**src/rtl/tri_add_pkg.sv**
```systemverilog
package tri_add_pkg;

  // Guard bits appended above the operand width so the exact sum of
  // three signed operands can never wrap.
  localparam int GUARD_BITS = 2;

  // Number of bits at the top of the exact sum that must all agree
  // for the result to fit in the operand width.
  localparam int RANGE_BITS = GUARD_BITS + 1;

  typedef enum logic {
    MODE_THREE = 1'b0,
    MODE_TWO   = 1'b1
  } add_mode_e;

  // Two-input sign rule: same operand signs, different result sign.
  function automatic logic sign_rule_ovf(input logic sa, input logic sb,
                                         input logic sr);
    return (sa == sb) && (sr != sa);
  endfunction

endpackage

```
**src/rtl/csa_layer.sv**
```systemverilog
// One layer of 3:2 carry-save compression across XW bit columns.
// The carry vector is returned already shifted left by one column.
module csa_layer #(
  parameter int XW = 66
) (
  input  logic [XW-1:0] in_x,
  input  logic [XW-1:0] in_y,
  input  logic [XW-1:0] in_z,
  output logic [XW-1:0] part_sum,
  output logic [XW-1:0] part_cy
);

  assign part_cy[0] = 1'b0;

  for (genvar i = 0; i < XW; i++) begin : g_col
    assign part_sum[i] = in_x[i] ^ in_y[i] ^ in_z[i];
    if (i < XW - 1) begin : g_cy
      assign part_cy[i+1] = (in_x[i] & in_y[i]) | (in_x[i] & in_z[i]) |
                            (in_y[i] & in_z[i]);
    end
  end

endmodule

```
**src/rtl/wide_adder.sv**
```systemverilog
// Sign-extends the operands, compresses them and forms the exact sum.
module wide_adder #(
  parameter int W  = 64,
  parameter int XW = W + tri_add_pkg::GUARD_BITS
) (
  input  logic [W-1:0]  opnd_a,
  input  logic [W-1:0]  opnd_b,
  input  logic [W-1:0]  opnd_c,
  input  logic          zero_c,
  output logic [XW-1:0] exact
);

  localparam int EXT = XW - W;

  logic [XW-1:0] ext_a;
  logic [XW-1:0] ext_b;
  logic [XW-1:0] ext_c;
  logic [W-1:0]  gated_c;
  logic [XW-1:0] cs_sum;
  logic [XW-1:0] cs_cy;

  always_comb begin
    gated_c = zero_c ? '0 : opnd_c;
    ext_a   = {{EXT{opnd_a[W-1]}}, opnd_a};
    ext_b   = {{EXT{opnd_b[W-1]}}, opnd_b};
    ext_c   = {{EXT{gated_c[W-1]}}, gated_c};
  end

  csa_layer #(.XW(XW)) u_csa (
    .in_x     (ext_a),
    .in_y     (ext_b),
    .in_z     (ext_c),
    .part_sum (cs_sum),
    .part_cy  (cs_cy)
  );

  assign exact = cs_sum + cs_cy;

  // the compressed path agrees with a direct modular sum
  always_comb begin
    assert_csa_matches_R2 : assert (exact[W-1:0] == opnd_a + opnd_b + gated_c)
      else $error("csa path disagrees with direct sum");
  end

endmodule

```
**src/rtl/ovf_detect.sv**
```systemverilog
// Overflow decision: wide range test for three operands, sign rule for two.
module ovf_detect #(
  parameter int W  = 64,
  parameter int XW = W + tri_add_pkg::GUARD_BITS
) (
  input  logic             two_op,
  input  logic             sign_a,
  input  logic             sign_b,
  input  logic [XW-W:0]    top_bits,
  output logic             ovf
);

  import tri_add_pkg::*;

  localparam int TB = XW - W + 1;

  logic wide_ovf;
  logic sign_ovf;

  always_comb begin
    wide_ovf = !((top_bits == {TB{1'b0}}) || (top_bits == {TB{1'b1}}));
    sign_ovf = sign_rule_ovf(sign_a, sign_b, top_bits[0]);
    ovf      = (add_mode_e'(two_op) == MODE_TWO) ? sign_ovf : wide_ovf;
  end

  // with the third operand zeroed, the sign rule and range test agree
  always_comb begin
    if (two_op) begin
      assert_two_op_agree_R5 : assert (wide_ovf == sign_ovf)
        else $error("two-operand overflow rules disagree");
    end
  end

endmodule

```
**src/rtl/tri_add_ovf.sv**
```systemverilog
module tri_add_ovf #(
  parameter int W = 64
) (
  input  logic         clk,
  input  logic         rst_n,
  input  logic         in_valid,
  input  logic         two_op,
  input  logic [W-1:0] op_a,
  input  logic [W-1:0] op_b,
  input  logic [W-1:0] op_c,
  output logic         out_valid,
  output logic [W-1:0] sum,
  output logic         ovf
);

  localparam int XW = W + tri_add_pkg::GUARD_BITS;

  // Reset: asynchronous assertion, synchronous release
  logic [1:0] rst_sync;
  logic       rst_int_n;

  always_ff @(posedge clk or negedge rst_n) begin
    if (!rst_n) rst_sync <= 2'b00;
    else        rst_sync <= {rst_sync[0], 1'b1};
  end
  assign rst_int_n = rst_sync[1];

  // Datapath
  logic [XW-1:0] exact;
  logic          ovf_c;

  wide_adder #(.W(W), .XW(XW)) u_add (
    .opnd_a (op_a),
    .opnd_b (op_b),
    .opnd_c (op_c),
    .zero_c (two_op),
    .exact  (exact)
  );

  ovf_detect #(.W(W), .XW(XW)) u_ovf (
    .two_op   (two_op),
    .sign_a   (op_a[W-1]),
    .sign_b   (op_b[W-1]),
    .top_bits (exact[XW-1:W-1]),
    .ovf      (ovf_c)
  );

  // Next state
  logic         valid_d, valid_q;
  logic [W-1:0] sum_d,   sum_q;
  logic         ovf_d,   ovf_q;

  always_comb begin
    valid_d = in_valid;
    sum_d   = sum_q;
    ovf_d   = ovf_q;
    if (in_valid) begin
      sum_d = exact[W-1:0];
      ovf_d = ovf_c;
    end
  end

  // Registers
  always_ff @(posedge clk or negedge rst_int_n) begin
    if (!rst_int_n) begin
      valid_q <= 1'b0;
      sum_q   <= '0;
      ovf_q   <= 1'b0;
    end else begin
      valid_q <= valid_d;
      sum_q   <= sum_d;
      ovf_q   <= ovf_d;
    end
  end

  assign out_valid = valid_q;
  assign sum       = sum_q;
  assign ovf       = ovf_q;

  // Checker-side range reference for the three-operand flag
  logic signed [XW-1:0] ref_total;
  logic                 ref_out_of_range;
  always_comb begin
    ref_total = XW'($signed(op_a)) + XW'($signed(op_b)) + XW'($signed(op_c));
    ref_out_of_range = (ref_total > XW'($signed({1'b0, {(W-1){1'b1}}}))) ||
                       (ref_total < XW'($signed({1'b1, {(W-1){1'b0}}})));
  end

  assert_latency_R6 : assert property (@(posedge clk) disable iff (!rst_int_n)
    in_valid |=> out_valid)
    else $error("out_valid missing after request");

  assert_idle_R6 : assert property (@(posedge clk) disable iff (!rst_int_n)
    !in_valid |=> !out_valid)
    else $error("out_valid without request");

  assert_hold_R7 : assert property (@(posedge clk) disable iff (!rst_int_n)
    !in_valid |=> ($stable(sum) && $stable(ovf)))
    else $error("outputs changed without request");

  assert_sum_R2 : assert property (@(posedge clk) disable iff (!rst_int_n)
    (in_valid && !two_op) |=> (sum == $past(op_a + op_b + op_c)))
    else $error("three-operand sum wrong");

  assert_ignore_c_R4 : assert property (@(posedge clk) disable iff (!rst_int_n)
    (in_valid && two_op) |=> (sum == $past(op_a + op_b)))
    else $error("third operand leaked into two-operand sum");

  assert_range_R3 : assert property (@(posedge clk) disable iff (!rst_int_n)
    (in_valid && !two_op) |=> (ovf == $past(ref_out_of_range)))
    else $error("three-operand overflow flag wrong");

endmodule

```
**config.mk**
```make
export PLATFORM = sky130hd
export DESIGN_NAME = tri_add_ovf
export DESIGN_NICKNAME = d
export VERILOG_FILES = /design/src/rtl/tri_add_pkg.sv /design/src/rtl/csa_layer.sv /design/src/rtl/wide_adder.sv /design/src/rtl/ovf_detect.sv /design/src/rtl/tri_add_ovf.sv
export SDC_FILE = /design/constraint.sdc
export NUM_CORES = 1
export LEC_CHECK = 0
export BUFFER_PORTS_ARGS = -buffer_cell sky130_fd_sc_hd__buf_4
export CAP_MARGIN = 0
export CORE_MARGIN = 2
export CORE_UTILIZATION = 50
export CTS_CLUSTER_SIZE = 12
export DETAILED_ROUTE_END_ITERATION = 16
export GPL_TIMING_DRIVEN = 0
export PLACE_DENSITY = 0.78
export REMOVE_ABC_BUFFERS = 1
export SYNTH_ARGS = -nofsm -noshare
export SYNTH_HDL_FRONTEND = slang
export SYNTH_SLANG_ARGS = --single-unit
```
**constraint.sdc**
```tcl
create_clock -name clk -period 5.55 [get_ports clk]
set_input_delay 0.555 -clock clk [delete_from_list [all_inputs] [get_ports clk]]
set_output_delay 0.555 -clock clk [all_outputs]
set_load 0.05 [all_outputs]
```
### After elaboration in Yosys (flattened, before gate mapping)

Cells that the tools add are included.

* add/subtract/negate cells: 1
* equality and inequality tests: 3
* mux-type cells: 2
* bitwise gates (word level): 448
* reduce and logical (&&, ||, !) cells: 4

Operators by type and width (count)
* 1-bit bitwise AND: 192
* 1-bit OR: 128
* 1-bit bitwise XOR: 128
* 64-bit by 65-bit adder with 66-bit output: 1
* 64-bit two-way mux: 1
* 3-bit equality test (second input constant): 1
* 3-bit logical NOT: 1
* 1-bit equality test: 1
* 1-bit logical AND: 1
* 1-bit logical NOT: 1
* 1-bit logical OR: 1
* 1-bit two-way mux: 1
* 1-bit inequality test: 1

* register bits: 68
* input bits: 196
* logic and storage cells: 462

### Logic depth before layout (Yosys ltp)

Gate-level depths: netlist of run 1.

* depth after elaboration: 9
* gate-level depth with buffers: 18
* mapped depth without buffers: 16

### Hierarchy

Synthesis of run 1 repeated with hierarchy kept, for this count alone.

* cell total of the unflattened synthesis: 897
* area, all modules: 8637.0 µm²

Modules (own cells, without submodules)
* wide_adder: times used 1, cells an instance 683, area an instance 4560.6 µm², seq. area each 0.0 µm²
* tri_add_ovf: times used 1, cells an instance 141, area an instance 2697.6 µm², seq. area each 1701.6 µm²
* csa_layer: times used 1, cells an instance 68, area an instance 1336.3 µm², seq. area each 0.0 µm²
* ovf_detect: times used 1, cells an instance 5, area an instance 42.5 µm², seq. area each 0.0 µm²

### Least setup slack after synthesis of run 1

OpenSTA, ideal clock, no wires.

* path kind: in2reg
* start point: input port two_op
* end point: register ovf_q, in the netlist ovf
* setup time: 0.132 ns
* arrival: 4.300 ns
* data required time: 5.418 ns
* slack: 1.118 ns
* stages: 18
* path through: buf_4 > clkbuf_1 > nand2b_1 > fa_1 > inv_1 > ha_1 > fa_1 > a21o_1 > a31o_1 > a32oi_2 > a2111oi_2 > a211oi_2 > o31ai_4 > a21oi_1 > o311a_4 > or4b_1 > o21ai_1 > o41ai_2

* word-level cells in the longest chain between the ends: 9
* elaborated cells on any way between the ends: 329

RTL lines
* start, declared: line tri_add_ovf.sv:7 `input logic two_op,`
* 64-bit two-way mux: line wide_adder.sv:23 `gated_c = zero_c ? '0 : opnd_c;`
* 1-bit bitwise AND: line csa_layer.sv:18 `assign part_cy[i+1] = (in_x[i] & in_y[i]) | (in_x[i] & in_z[i]) |`
* 1-bit OR (2 in series): line csa_layer.sv:18
* 64-bit by 65-bit adder with 66-bit output: line wide_adder.sv:37 `assign exact = cs_sum + cs_cy;`
* 3-bit equality test / 3-bit logical NOT (equally long branches): line ovf_detect.sv:21 `wide_ovf = !((top_bits == {TB{1'b0}}) || (top_bits == {TB{1'b1}}));`
* 1-bit logical OR: line ovf_detect.sv:21
* 1-bit logical NOT: line ovf_detect.sv:21
* 1-bit two-way mux (*): line ovf_detect.sv:23 `ovf = (add_mode_e'(two_op) == MODE_TWO) ? sign_ovf : wide_ovf;`
* end signal, assigned: line tri_add_ovf.sv:72 `ovf_q <= ovf_d;`
* end, declared: line tri_add_ovf.sv:51 `logic ovf_d, ovf_q;`

Every way passes the cells marked *; elsewhere a longest branch is shown, timed or not.
A chain may end at the register's enable or synchronous reset.

### Worst setup path in the final report of run 1

* start point: input port two_op
* end point: register sum_q[58], in the netlist sum[58]

* word-level cells in the longest chain between the ends: 5
* elaborated cells on any way between the ends: 293

RTL lines
* 64-bit two-way mux (*): line wide_adder.sv:23
* 1-bit bitwise AND: line csa_layer.sv:18
* 1-bit OR (2 in series): line csa_layer.sv:18
* 64-bit by 65-bit adder with 66-bit output (*): line wide_adder.sv:37
* end signal, assigned: line tri_add_ovf.sv:71 `sum_q <= sum_d;`
* end, declared: line tri_add_ovf.sv:50 `logic [W-1:0] sum_d, sum_q;`

Marked as above.

==> impl_metrics.tcl, run 1 <==
set metrics [dict create \
    fin_nets 1581 \
    cp-end-kind "flop" \
    slew_viol_final 0 \
    port_buffers 261 \
    ys_top_cells_by_count "inv_1 (197), a21oi_1 (80), dfrtp_1 (68), fa_1 (65), ha_1 (65)" \
    cts_tree "yes" \
    die_w_um 136 \
    synth_edf_count 0 \
    diodes 0 \
    skew_ns 0.00457 \
    drive_gt1_share_pct 28.3 \
    setup_viol_count_final 0 \
    area_delta_synth_final_pct 26.8 \
    dpl.hpwl_mm 18.5 \
    clk_latency_ns 0.33 \
    instances_no_fill 1485 \
    startpoint_type "primary input" \
    fmax_ghz 0.204 \
    track_usage_pct 25.0 \
    clkTransAtPathRegs_ns 0.06 \
    drv_cap 0 \
    yosysWarnings 0 \
    cts_buffer_depth 2 \
    yosysTopAreaCell "dfrtp_1" \
    grt_pass1_vias 8000 \
    crit_path_max_fanout 66 \
    gp_congestion 0.877 \
    rsz0062_at_grt "no" \
    cp_slowest_stage_delay_ns 0.57 \
    cts_resized 0 \
    fin_crit_sh_pct 88.2 \
    r2r_setup_slack_ns 4.71 \
    dr.pass1.iters 6 \
    fin_setup_tns_ns 0 \
    cp_num_buf_inv 2 \
    initial_core_util_pct 50.9 \
    die-area_um2 18600 \
    overflow 0 \
    grt_pass1_wl_mm 37.4 \
    timing.final.ws_setup_ns 0.656 \
    fin_util_pct 64.6 \
    cp_top_family "compound AO/OA/AOI/OAI gates" \
    post_cts_buffers 0 \
    worstMarginPinSlew_ns 0.957 \
    dp_slack_ns 0.407 \
    drc 0 \
    synthTopCellsByArea "dfrtp_1 (19%), fa_1 (15%), ha_1 (9.3%)" \
    yosysMostFrequentCell "inv_1" \
    finalHoldViolCount 0 \
    root_buffer "clkbuf_16" \
    dp.cells 1468 \
    detail-route-antenna-nets 0 \
    worst-setup-path-type "in -> reg" \
    critPathSlowestCell "o311ai_1" \
    synth-main-ff-cell "dfrtp_1" \
    cellLeakagePower_nw 5.82 \
    htreeDepth 3 \
    via_count 7945 \
    critPathMostFrequentCell "o21ai_0" \
    grt_start_max_net_pins 67 \
    crit_arrival_ns 5.12 \
    numClockSinks 68 \
    wl_per_cell_um 15.4 \
    synth.distinct_cells 73 \
    synth-seq-cells 68 \
    outcome "finished clean" \
    synth_top_area_share_pct 19.4 \
    wirelength_mm 22.9 \
    rows 48 \
    via_per_inst 5.35 \
    synth_area_per_cell_um2 8.54 \
    cts_buffers 9 \
    ys_seq_area_share_pct 19.4 \
    cp.required_ns 5.77 \
    synthesis.instances 1025 \
    drt_iter0_markers 499 \
    netlist_area_um2 8750 \
    fin_crit_ns 4.89 \
    cts_hold_buf 1 \
    peakVddDrop_uv 249 \
    power_per_cell_area_nw_per_um2 379 \
    postSynth.asyncResetShare_pct 100 \
    die_h_um 136 \
    worstPathCellList "buf_4 > nand2b_1 > fa_1 > inv_1 > ha_1 > a211oi_1 > o21ai_2 > o21ai_1 > a211o_1 > a21oi_1 > o311ai_1 > a2111oi_0 > o21ai_0 > o21ai_0 > xor2_1 > mux2_2" \
    pin_count 262 \
    relSlewSlack_pct 36.2 \
    core_um2 17200 \
    hp-class "reg -> async" \
    antenna_found_initial 0 \
]
-- cell usage in the layout, fill, tap and decap left out, types with 3 or more instances in the layout --
cell type    n
xnor2_1     33
a211oi_1     3
o21ai_0     41
nor2_1      29
dfrtp_1     67
and2_1       5
a21boi_0     3
nor3_1       7
o22ai_1      3
o21a_1      10
and3_1       6
clkbuf_8     3
nor2b_1     24
mux2_2      59
nand2_1     52
clkbuf_16    9
clkinv_2     3
o2111ai_1    3
nand3_1     14
nand2b_1    49
o21bai_1     7
o31ai_1      3
nand4_1     21
a21oi_1     80
o211ai_1     3
a21o_1      38
fa_1        65
a31oi_1     10
ha_1        65
o21ai_1      5
or3_1        4
xor2_1      27
buf_4      261
inv_1      197
-- kinds of logic after synthesis --
group / synth area share [%]
adders and majority gates: 24.2
other: 0.0429
and+or+nand+nor: 13.6
AOI/OAI and AO/OA: 18.1
buffers and inverters: 11.0
DFF: 19.4
muxes: 7.59
xor gates and xnor gates: 6.01
-- stage by stage --
step	area [um2]	total power [mW]	hold slack, ns
floorplan	8530	2.78	0.259
global placement	10800	3.58	0.337
detailed placement	10800	3.64	0.127
CTS	11100	4.22	0.133
global route	11100	4.47	0.139
finish	11100	4.21	0.132
-- cell type report --
cell class	instances	area [um2]
Tap cell	225	282
Timing Repair Buffer	263	2000
Multi-Input combinational cell	715	6080
Clock inverter	4	22.5
Sequential cell	68	1710
Clock buffer	12	267
Fill cell	1458	6080
Inverter	198	743
-- sequential cells by signal (all words and copies together), names as in the netlist --
signal and flops:
out_valid 1, sum 64, rst_sync 2, ovf 1
-- path summary, 6_finish.rpt --
check,start,end,depth (start not counted)
hold / removal,rst_sync[1],sum[6],0
setup reg to reg,sum[61],sum[61],1
min in group clk,rst_sync[0],rst_sync[1],0
setup / recovery,two_op,sum[58],16
hold reg to reg,rst_sync[1],sum[6],0
max in group asynchronous,rst_sync[1],sum[38],1
-- layer usage --
| layer | vias up | global-route usage (%) | wire length [um] | share of wire (%) |
|---|---|---|---|---|
| met5 | - | 0 | 0 | 0 |
| met3 | 46 | 3.77 | 1260 | 5.5 |
| met1 | 3772 | 31.6 | 9600 | 42 |
| met4 | 0 | 8.80 | 578 | 2.5 |
| met2 | 256 | 43.4 | 11400 | 50 |
| li1 | 3871 | - | - | - |
-- report_power, final --
group	total (mW)	internal (mW)	leakage, nW	switching, mW
clock network	0.567	0.337	0.144	0.229
logic	2.80	1.02	4.88	1.78
registers	0.847	0.727	0.795	0.120
total	4.21	2.08	5.82	2.13
Power figures use the tool's default switching activity.
==> run 2, diff against run 1 <==
--- a/config.mk
+++ b/config.mk
@@ -16,4 +16,5 @@
 export REMOVE_ABC_BUFFERS = 1
 export SYNTH_ARGS = -nofsm -noshare
 export SYNTH_HDL_FRONTEND = slang
+export SYNTH_HIERARCHICAL = 1
 export SYNTH_SLANG_ARGS = --single-unit
==> impl_metrics.tcl, run 2 <==
set metrics [dict create \
    outcome "finished clean" \
    detail-route-antenna-nets 0 \
    fin_nets 1459 \
    setup_viol_count_final 0 \
    cp-end-kind "flop" \
    worst-setup-path-type "in -> reg" \
    rsz0062_at_grt "no" \
    largest_reg_flops 64 \
    yosysTopAreaCell "dfrtp_1" \
    wirelength_mm 23.2 \
    crit_path_max_fanout 65 \
    drc 0 \
    cellLeakagePower_nw 5.35 \
    synthTopCellsByArea "dfrtp_1 (20%), fa_1 (15%), ha_1 (9.4%)" \
    fin_crit_ns 5.27 \
    hp-class "reg -> async" \
    via_per_inst 5.61 \
    synth_area_per_cell_um2 9.63 \
    power_mw 4.52 \
    peakVddDrop_uv 258 \
    crit_arrival_ns 5.49 \
    synth-seq-cells 68 \
    die_h_um 135 \
    drive_gt1_share_pct 31.6 \
    grt_start_max_net_pins 67 \
    cts_buffers 9 \
    overflow 0 \
    dpl.hpwl_mm 18.8 \
    synth-main-ff-cell "dfrtp_1" \
    cp.required_ns 5.77 \
    drt_iter0_markers 383 \
    yosysWarnings 6 \
    p_comb_share_pct 67.1 \
    numClockSinks 68 \
    regArea_um2 1710 \
    grt_pass1_vias 7798 \
    pin_count 262 \
    clk_latency_ns 0.34 \
    netlist_area_um2 8640 \
    initial_core_util_pct 50.5 \
    fin_util_pct 64.4 \
    yosysMostFrequentCell "a21oi_1" \
    fmax_ghz 0.190 \
    worstMarginPinSlew_ns 1.19 \
    cts_buffer_depth 2 \
    finalHoldViolCount 0 \
    die_w_um 135 \
    startpoint_type "primary input" \
    internal_power_mw 2.30 \
    synth_top_area_share_pct 19.7 \
    wl_per_cell_um 17.1 \
    gp_congestion 0.893 \
    synth_edf_count 0 \
    cts_tree "yes" \
    power.switching_mw 2.22 \
    relSlewSlack_pct 20.4 \
    area_delta_synth_final_pct 27.7 \
    fin_setup_tns_ns 0 \
    fin_crit_sh_pct 95.0 \
    drv_cap 0 \
    slew_viol_final 0 \
    n_fill_cell 1469 \
    post_cts_buffers 0 \
    die-area_um2 18300 \
    diodes 0 \
    rr_worst_depth 1 \
    core_um2 17100 \
    synthesis.instances 897 \
    clkTransAtPathRegs_ns 0.06 \
    track_usage_pct 25.2 \
    htreeDepth 3 \
    sequentialPowerShare_pct 19.6 \
    ys_seq_area_share_pct 19.7 \
    skew_ns 0.00886 \
    dr.pass1.iters 5 \
    via_count 7641 \
    final_common_cell "buf_4" \
    postSynth.asyncResetShare_pct 100 \
    ys_top_cells_by_count "a21oi_1 (75), nor2b_1 (73), dfrtp_1 (68), fa_1 (66), ha_1 (65)" \
    p_clk_share_pct 13.3 \
    port_buffers 261 \
    grt_pass1_wl_mm 37.0 \
    synth.distinct_cells 69 \
    final_cell_mix "buf_4 (261), a21oi_1 (75), nor2b_1 (73), dfrtp_1 (67), fa_1 (66)" \
    multiInputGateArea_um2 6660 \
    rows 48 \
    root_buffer "clkbuf_16" \
    swShare_pct 49.1 \
    power_per_cell_area_nw_per_um2 410 \
    antenna_found_initial 0 \
]
run 2: cell count changes after synthesis, sizes merged, moves of 9 or more:
cell,delta
a21o,+11
o21ai,-9
xnor2,+9
nor2b,+49
inv,-176
nand2b,-43
nor2,+22
run 2: through the flow:
step / setup slack, ns / instance area, um2 / hold WS, ns / instances
2_1_floorplan: 1.32 / 8440 / 0.259 / 858
3_3_place_gp: -0.202 / 10700 / 0.336 / 1344
3_5_place_dp: -0.245 / 10700 / 0.116 / 1345
4_1_cts: 0.101 / 11000 / 0.119 / 1362
5_1_grt: 0.0743 / 11000 / 0.119 / 1362
6_report: 0.279 / 11000 / 0.115 / 1362
run 2: cell families after synthesis:
kind of cell,after synthesis,synth area share [%]
buf+inv,60,3.24
simple gates,259,15.6
fa+ha+maj,131,24.7
flops,68,19.7
compound gates,247,19.1
xor+xnor,64,6.66
mux,66,10.9
other cells,2,0.0870
run 2: layer usage:
metal / GRT usage [%] / wire length [um] / part of all wire [%]
met5: 0 / 0 / 0
met4: 9.20 / 594 / 2.6
met3: 3.63 / 1350 / 5.8
met2: 43.3 / 11200 / 48
met1: 32.5 / 10000 / 43
run 2: worst paths after layout:
path                                  start           to  slack [ns]
worst max-delay path                 two_op          ovf        0.28
worst min-delay path            rst_sync[1]       sum[0]        0.12
worst max register to register      sum[47]      sum[47]        4.75
worst min register to register  rst_sync[1]       sum[0]        0.12
max in group asynchronous             rst_n  rst_sync[1]        4.90
min in group clk                rst_sync[0]  rst_sync[1]        0.37
run 2: final cells by class:
| type | instances | share of cell area [%] |
|---|---|---|
| multi-input combinational | 769 | 60.4 |
| timing repair buffer | 263 | 18.1 |
| sequential | 68 | 15.5 |
| tap | 225 | 2.55 |
| clock buffer | 12 | 2.33 |
| inverter | 21 | 0.715 |
| clock inverter | 4 | 0.431 |
run 2: timing repair:
item | CTS | global route
hold buffers | 1 | 0
setup endpoints to repair | 0 | 1
gates resized for setup | 0 | 1
endpoints found under the hold margin | 2 | 0
run 2: power by group through the flow:
stage / clock [mW] / sequential, mW / combinational [mW]
2_1_floorplan: 0 / 1.71 / 1.30
3_3_place_gp: 0 / 0.887 / 2.97
3_5_place_dp: 0 / 0.890 / 3.02
4_1_cts: 0.618 / 0.886 / 3.03
5_1_grt: 0.631 / 0.914 / 3.23
6_report: 0.602 / 0.884 / 3.03
run 2: worst max-delay path, cell delays in order:
cell      delay, ns
buf_4          0.54
nor2b_1        0.13
fa_1           0.46
ha_1           0.39
a21o_1         0.20
a211oi_1       0.27
a21oi_1        0.16
o311ai_2       0.57
nand3_1        0.27
a31oi_1        0.35
nand3b_1       0.19
a41oi_1        0.27
xnor2_1        0.12
or2_0          0.22
mux4_2         0.47
mux2_2         0.27
